--- config.mk ---
export PLATFORM = sky130hd
export DESIGN_NAME = trc_ctrl
export DESIGN_NICKNAME = d
export VERILOG_FILES = /design/src/rtl/trc_pkg.sv /design/src/rtl/trc_mode_latch.sv /design/src/rtl/trc_classify.sv /design/src/rtl/trc_req_gen.sv /design/src/rtl/trc_ctrl.sv
export SDC_FILE = /design/constraint.sdc
export NUM_CORES = 1
export LEC_CHECK = 0
export ABC_CLOCK_PERIOD_IN_PS = 800
export BUFFER_PORTS_ARGS = -buffer_cell sky130_fd_sc_hd__clkbuf_2
export CAP_MARGIN = 15
export CORE_AREA = 2 2 39 41
export DETAILED_ROUTE_END_ITERATION = 8
export DIE_AREA = 0 0 41 43
export PLACE_DENSITY = 0.5
export SLEW_MARGIN = 20
export SYNTH_ARGS = -nofsm -noshare
export SYNTH_HDL_FRONTEND = slang
export SYNTH_SLANG_ARGS = --single-unit
--- constraint.sdc ---
create_clock -name clk -period 0.8 [get_ports clk]
set_clock_uncertainty 0.15 [all_clocks]
set_input_delay 0.04 -clock clk [delete_from_list [all_inputs] [get_ports clk]]
set_output_delay 0.04 -clock clk [all_outputs]
set_load 0.03 [all_outputs]
--- src/rtl/trc_pkg.sv ---
package trc_pkg;

  typedef enum logic [1:0] {
    TM_OFF  = 2'b00,
    TM_FLOW = 2'b01,
    TM_ALL  = 2'b10,
    TM_RSVD = 2'b11
  } trace_mode_e;

endpackage

--- src/rtl/trc_mode_latch.sv ---
module trc_mode_latch
  import trc_pkg::*;
(
  input  logic        clk,
  input  logic        rst_n,
  input  logic [1:0]  sr_tbits,
  input  logic        insn_start,
  output trace_mode_e eff_mode
);

  trace_mode_e mode_q;
  trace_mode_e mode_d;
  logic        mode_en;

  assign mode_en = insn_start;

  always_comb begin
    mode_d = mode_q;
    if (mode_en) begin
      mode_d = trace_mode_e'(sr_tbits);
    end
  end

  always_ff @(posedge clk or negedge rst_n) begin
    if (!rst_n) begin
      mode_q <= TM_OFF;
    end else if (mode_en) begin
      mode_q <= mode_d;
    end
  end

  // same-cycle start uses the live bits
  assign eff_mode = insn_start ? trace_mode_e'(sr_tbits) : mode_q;


  mode_hold_chk: assert property (@(posedge clk) disable iff (!rst_n)
    !insn_start |=> mode_q == $past(mode_q));

endmodule

--- src/rtl/trc_classify.sv ---
module trc_classify
  import trc_pkg::*;
#(
  parameter int FLOW_W = 5
) (
  input  trace_mode_e       mode,
  input  logic [FLOW_W-1:0] flow_kind,
  input  logic              sr_modify,
  input  logic              bkpt_hit,
  input  logic              bkpt_orig_flow,
  output logic              qualify
);

  logic [FLOW_W:0] or_chain;
  logic            redirects;

  assign or_chain[0] = 1'b0;
  for (genvar gi = 0; gi < FLOW_W; gi++) begin : g_flow_or
    assign or_chain[gi+1] = or_chain[gi] | flow_kind[gi];
  end

  assign redirects = or_chain[FLOW_W] | sr_modify | (bkpt_hit & bkpt_orig_flow);

  always_comb begin
    unique case (mode)
      TM_ALL:  qualify = 1'b1;
      TM_FLOW: qualify = redirects;
      default: qualify = 1'b0;
    endcase
  end

endmodule

--- src/rtl/trc_req_gen.sv ---
module trc_req_gen (
  input  logic clk,
  input  logic rst_n,
  input  logic insn_done,
  input  logic qualify,
  input  logic exc_pending,
  output logic trace_req
);

  logic req_q;
  logic req_d;

  always_comb begin
    req_d = insn_done & qualify & ~exc_pending;
  end

  always_ff @(posedge clk or negedge rst_n) begin
    if (!rst_n) begin
      req_q <= 1'b0;
    end else begin
      req_q <= req_d;
    end
  end

  assign trace_req = req_q;


  req_after_done_chk: assert property (@(posedge clk) disable iff (!rst_n)
    trace_req |-> $past(insn_done));


  exc_wins_chk: assert property (@(posedge clk) disable iff (!rst_n)
    (insn_done && exc_pending) |=> !trace_req);

endmodule

--- src/rtl/trc_ctrl.sv ---
module trc_ctrl
  import trc_pkg::*;
#(
  parameter int FLOW_W = 5
) (
  input  logic              clk,
  input  logic              rst_n,
  input  logic [1:0]        sr_tbits,
  input  logic              insn_start,
  input  logic              insn_done,
  input  logic [FLOW_W-1:0] flow_kind,
  input  logic              sr_modify,
  input  logic              bkpt_hit,
  input  logic              bkpt_orig_flow,
  input  logic              exc_pending,
  output logic              trace_req
);

  logic [1:0]  rst_sync_q;
  logic        rst_n_s;
  trace_mode_e eff_mode;
  logic        qualify;

  always_ff @(posedge clk or negedge rst_n) begin
    if (!rst_n) begin
      rst_sync_q <= 2'b00;
    end else begin
      rst_sync_q <= {rst_sync_q[0], 1'b1};
    end
  end

  assign rst_n_s = rst_sync_q[1];

  trc_mode_latch i_mode (
    .clk        (clk),
    .rst_n      (rst_n_s),
    .sr_tbits   (sr_tbits),
    .insn_start (insn_start),
    .eff_mode   (eff_mode)
  );

  trc_classify #(.FLOW_W(FLOW_W)) i_class (
    .mode           (eff_mode),
    .flow_kind      (flow_kind),
    .sr_modify      (sr_modify),
    .bkpt_hit       (bkpt_hit),
    .bkpt_orig_flow (bkpt_orig_flow),
    .qualify        (qualify)
  );

  trc_req_gen i_req (
    .clk         (clk),
    .rst_n       (rst_n_s),
    .insn_done   (insn_done),
    .qualify     (qualify),
    .exc_pending (exc_pending),
    .trace_req   (trace_req)
  );


  all_mode_trace_chk: assert property (@(posedge clk) disable iff (!rst_n_s)
    (insn_done && !exc_pending && eff_mode == TM_ALL) |=> trace_req);


  quiet_mode_chk: assert property (@(posedge clk) disable iff (!rst_n_s)
    (insn_done && (eff_mode == TM_OFF || eff_mode == TM_RSVD)) |=> !trace_req);


  plain_step_chk: assert property (@(posedge clk) disable iff (!rst_n_s)
    (insn_done && eff_mode == TM_FLOW && flow_kind == '0 && !sr_modify &&
     !(bkpt_hit && bkpt_orig_flow)) |=> !trace_req);

endmodule

# Yosys cells after proc, flatten, opt, wreduce, memory -nomap -nowiden
# Cells that the tools add are included.
# Widths: inputs -> output; s select.
# totals
reg_bits	5
input_bits	15
word_cells	17
# classes
eq_ne	2
mux	2
bitwise	10
# ops
op	count
$or 1x1->1	6
$and 1x1->1	3
$eq 2x1->1 const B	1
$eq 2x2->1 const B	1
$mux 2	1
$pmux 1 s2	1
$not 1->1	1

# Logic depth before layout (Yosys ltp)
# depth
depth_word	9
depth_mapped	6
ltp_nobuf	6

# By module
# Synthesis repeated with hierarchy kept, for this count alone.
# unflattened
cells_unflattened	18
area_unflattened_um2	222.7
# by_module_without_submodules
module	n_inst	cells_per_inst	area_per_inst_um2
trc_mode_latch	1	4	72.6
trc_classify	1	9	62.6
trc_ctrl	1	3	53.8
trc_req_gen	1	2	33.8

# Least setup slack after synthesis
# Ideal clock, no wire load.
# synth_timing
path_type	register -> register
from	register i_mode.mode_q[1]
to	register i_req.req_q, in the netlist i_req.trace_req
setup_ps	76
t_arrival_ps	1124
slack_ps	-550
path_stages_with_launch	7
n_path_buf	0
cell_sequence	dfrtp_1 -> mux2i_1 -> inv_1 -> ha_1 -> nor2_1 -> nand3_1 -> o21ai_1
# synth_via
elab_chain_cells	5
# synth_rtl
item	line	rtl
start, declared	trc_mode_latch.sv:11	trace_mode_e mode_q;
start signal, assigned	trc_mode_latch.sv:28	mode_q <= mode_d;
$mux 2 *	trc_mode_latch.sv:33	assign eff_mode = insn_start ? trace_mode_e'(sr_tbits) : mode_q;
named net eff_mode[1]	trc_ctrl.sv:21	trace_mode_e eff_mode;
$eq 2x1->1 or $eq 2x2->1 (tied branches)	trc_classify.sv:25	unique case (mode)
$pmux 1 s2 *	trc_classify.sv:25	
$and 1x1->1 * (2 in series)	trc_req_gen.sv:14	req_d = insn_done & qualify & ~exc_pending;
named net i_req.req_d	trc_req_gen.sv:11	logic req_d;
end signal, assigned	trc_req_gen.sv:21	req_q <= req_d;
end, declared	trc_req_gen.sv:10	logic req_q;
# The timed path passes the listed nets; every way through them passes the cells marked *.

# Worst setup path after layout
# Same ends and word-level chain as after synthesis.

==> impl_metrics.ini <==
[route]
vias = 227
wire_per_inst_microns = 8.82
dr.pass1.iters = 1
drc = 0
final_antenna_net_count = 0
drt_wl_total_microns = 529
drt_iter0_markers = 0
viasPerCell = 3.78

[job]
maxCapViolations = 0

[yosys]
avgSynthCellArea_sq_um = 12.4
yosys-top-cells-area = dfrtp_1 (56%), ha_1 (11%), mux2i_1 (9.0%), a2111oi_2 (6.7%), nand3_1 (4.5%)
yosysWarnings = 0
yosysSeqAreaShare = 0.562
ys_ff_latch = 5
synth_nets = 35
synth_xor_area_frac = 0
syn-instance-count = 18
synthAdderAreaFrac = 0.112
syn_area_sq_um = 223
synthSimpleGateAreaFrac = 0.0955
synth-compound-area-share = 0.0899
ys_types = 10
synth_top_family_by_area = adder cells
synth_top_area_cell = dfrtp_1
muxShareOfSynthArea = 0.0899
synth_top_cell_area_share = 0.562

[clock_network]
cts_sinks = 5
cts_hold_buf = 1
clk_latency_ns = 0.24
cts_max_path_buffers = 2
numCtsBuffers = 3
path_clk_slew_ns = 0.04
cts-root-buf = clkbuf_4
cts-htree-levels = 1
cts_tree = yes

[grt]
antenna_found_initial = 0
gr-usage-all-layers = 0.0817
grt_pass1_wl_microns = 876
grt_pass1_vias = 236
grt.overflow.total = 0
grt_max_degree = 4

[power]
p_sw_frac = 0.235
intPower_mw = 0.559
p_leak_nw = 0.222
ir_drop_mv = 0.922
power_density_nw_per_um2 = 1730
total_power_mw = 0.730
pwr-share-comb = 0.216
seqPwrFrac = 0.384
p_sw_mw = 0.171
clkPwrFrac = 0.400

[sta]
fin_ws_ns = -0.618
final_max_slew_viol_count = 0
fin_crit_ns = 1.42
setup_viol = 4
fmax_mhz = 705
hold_viol_final = 6
holdWs_ns = -0.112
timing.final.crit_share = 1.77
rsz0062_at_grt = yes

[cells_and_area]
diodes = 0
num-nets-final = 62
final_cell_area_sq_um = 423
area_growth_pct = 89.9
final_cells = 60
drive_gt1_frac = 0.636

[placement]
pre_cts_ws_ns = -0.665
dp_hpwl_microns = 414
io_buffers = 15
dpl-instance-area_sq_um = 348
placedCellCount = 53
place.gp.congestion = 0.629

[hold_path]
hold_class = reg -> async

[critical_path]
crit_family = flip-flops
crit_type = reg -> reg
cp_num_buf_inv = 1
slowest_stage = dfrtp_1
startpoint_type = register
critical_path.cell_chain = mux2i_2 -> inv_1 -> ha_1 -> nor2_2 -> nand3_1 -> o21ai_1
critPathMaxFanout = 2
cp.required_ns = 0.82
crit_arrival_ns = 1.44
worst_setup_path_end_kind = register
max_stage_delay_ns = 0.36

[floorplanning]
coreArea_sq_um = 1380
ios = 16
die_height_microns = 43
rows = 14
die-area_sq_um = 1760
die_w_microns = 41
start_util = 0.161

[outcome]
outcome = finished with violations
failed_checks = negative hold slack, negative setup slack
kinds of logic after synthesis:
kind of cell	count (synthesis)
flops	5
simple gates	4
compound gates	2
buf+inv	2
mux	2
fa+ha+maj	2
other cells	1
sequential cells by signal, indices dropped and copies added, names as in the netlist:
signal	flops
rst_sync_q	2
i_req.trace_req	1
i_mode.mode_q	2
placed cells by master (no fill, tap or decap):
master         Yosys  routed
clkbuf_4           0       3
buf_4              0       4
o21ai_1            1       1
or4_1              1       1
clkbuf_2           0      14
mux2i_2            0       1
dfrtp_1            5       5
clkbuf_1           0       1
dlygate4sd3_1      0       1
a2111oi_2          1       1
nor2_2             0       1
ha_1               2       2
buf_6              0       2
conb_1             1       1
inv_2              0       1
inv_1              2       1
mux2i_1            2       1
nand3_1            2       2
buf_8              0       1
power by group through the flow:
stage               Sequential, mW  Combinational (mW)  Clock [mW]
detailed placement           0.282               0.117           0
finish                       0.280               0.158       0.292
floorplan                    0.287              0.0328           0
CTS                          0.280               0.153       0.307
global route                 0.282               0.176       0.332
global placement             0.282               0.116           0
metal layers:
layer / up-vias / global-route usage / wire (microns) / part of all wire
met5: - / 0 / 0 / 0
met4: 0 / 0.0400 / 0 / 0
met3: 0 / 0.0628 / 81 / 0.15
met2: 18 / 0.128 / 271 / 0.51
met1: 97 / 0.0719 / 176 / 0.33
li1: 112 / - / - / -
final timing paths:
| check | slack (ns) | depth (start not counted) | start | endpoint |
|---|---|---|---|---|
| setup / recovery | -0.62 | 6 | i_mode.mode_q[1]$_DFF_PN0_ | i_req.trace_req$_DFF_PN0_ |
| hold / removal | -0.11 | 0 | rst_sync_q[1]$_DFF_PN0_ | i_mode.mode_q[0]$_DFF_PN0_ |
| setup reg to reg | -0.62 | 6 | i_mode.mode_q[1]$_DFF_PN0_ | i_req.trace_req$_DFF_PN0_ |
| hold reg to reg | -0.11 | 0 | rst_sync_q[1]$_DFF_PN0_ | i_mode.mode_q[0]$_DFF_PN0_ |
| max in group asynchronous | 0.43 | 2 | rst_n | rst_sync_q[0]$_DFF_PN0_ |
| min in group clk | -0.10 | 3 | insn_done | i_req.trace_req$_DFF_PN0_ |
cell usage after synthesis (all sizes together):
master and n:
a2111oi 1, conb 1, inv 2, o21ai 1
ha 2, mux2i 2, nand3 2, dfrtp 5
nor2 1, or4 1
repair_timing:
| item | CTS | global route |
|---|---|---|
| gates resized for setup | 6 | 2 |
| endpoints found under the setup margin | 4 | 4 |
| hold endpoints to repair | 6 | 6 |
| setup buffers | 3 | 0 |
per-stage QoR:
stage | setup TNS, ns | utilization
CTS | -1.46 | 0.303
floorplan | -0.601 | -
global route | -1.65 | 0.306
detailed placement | -1.23 | 0.251
finish | -1.37 | 0.306
global placement | -1.23 | 0.251
area by class of cell:
cell class / count / area [sq um]
inverter: 2 / 7.51
timing repair buffer: 22 / 148
fill: 150 / 961
sequential: 5 / 125
clock buffer: 4 / 26.3
tap: 16 / 20.0
multi-input combinational: 11 / 96.3
Power figures use the tool's default switching activity.
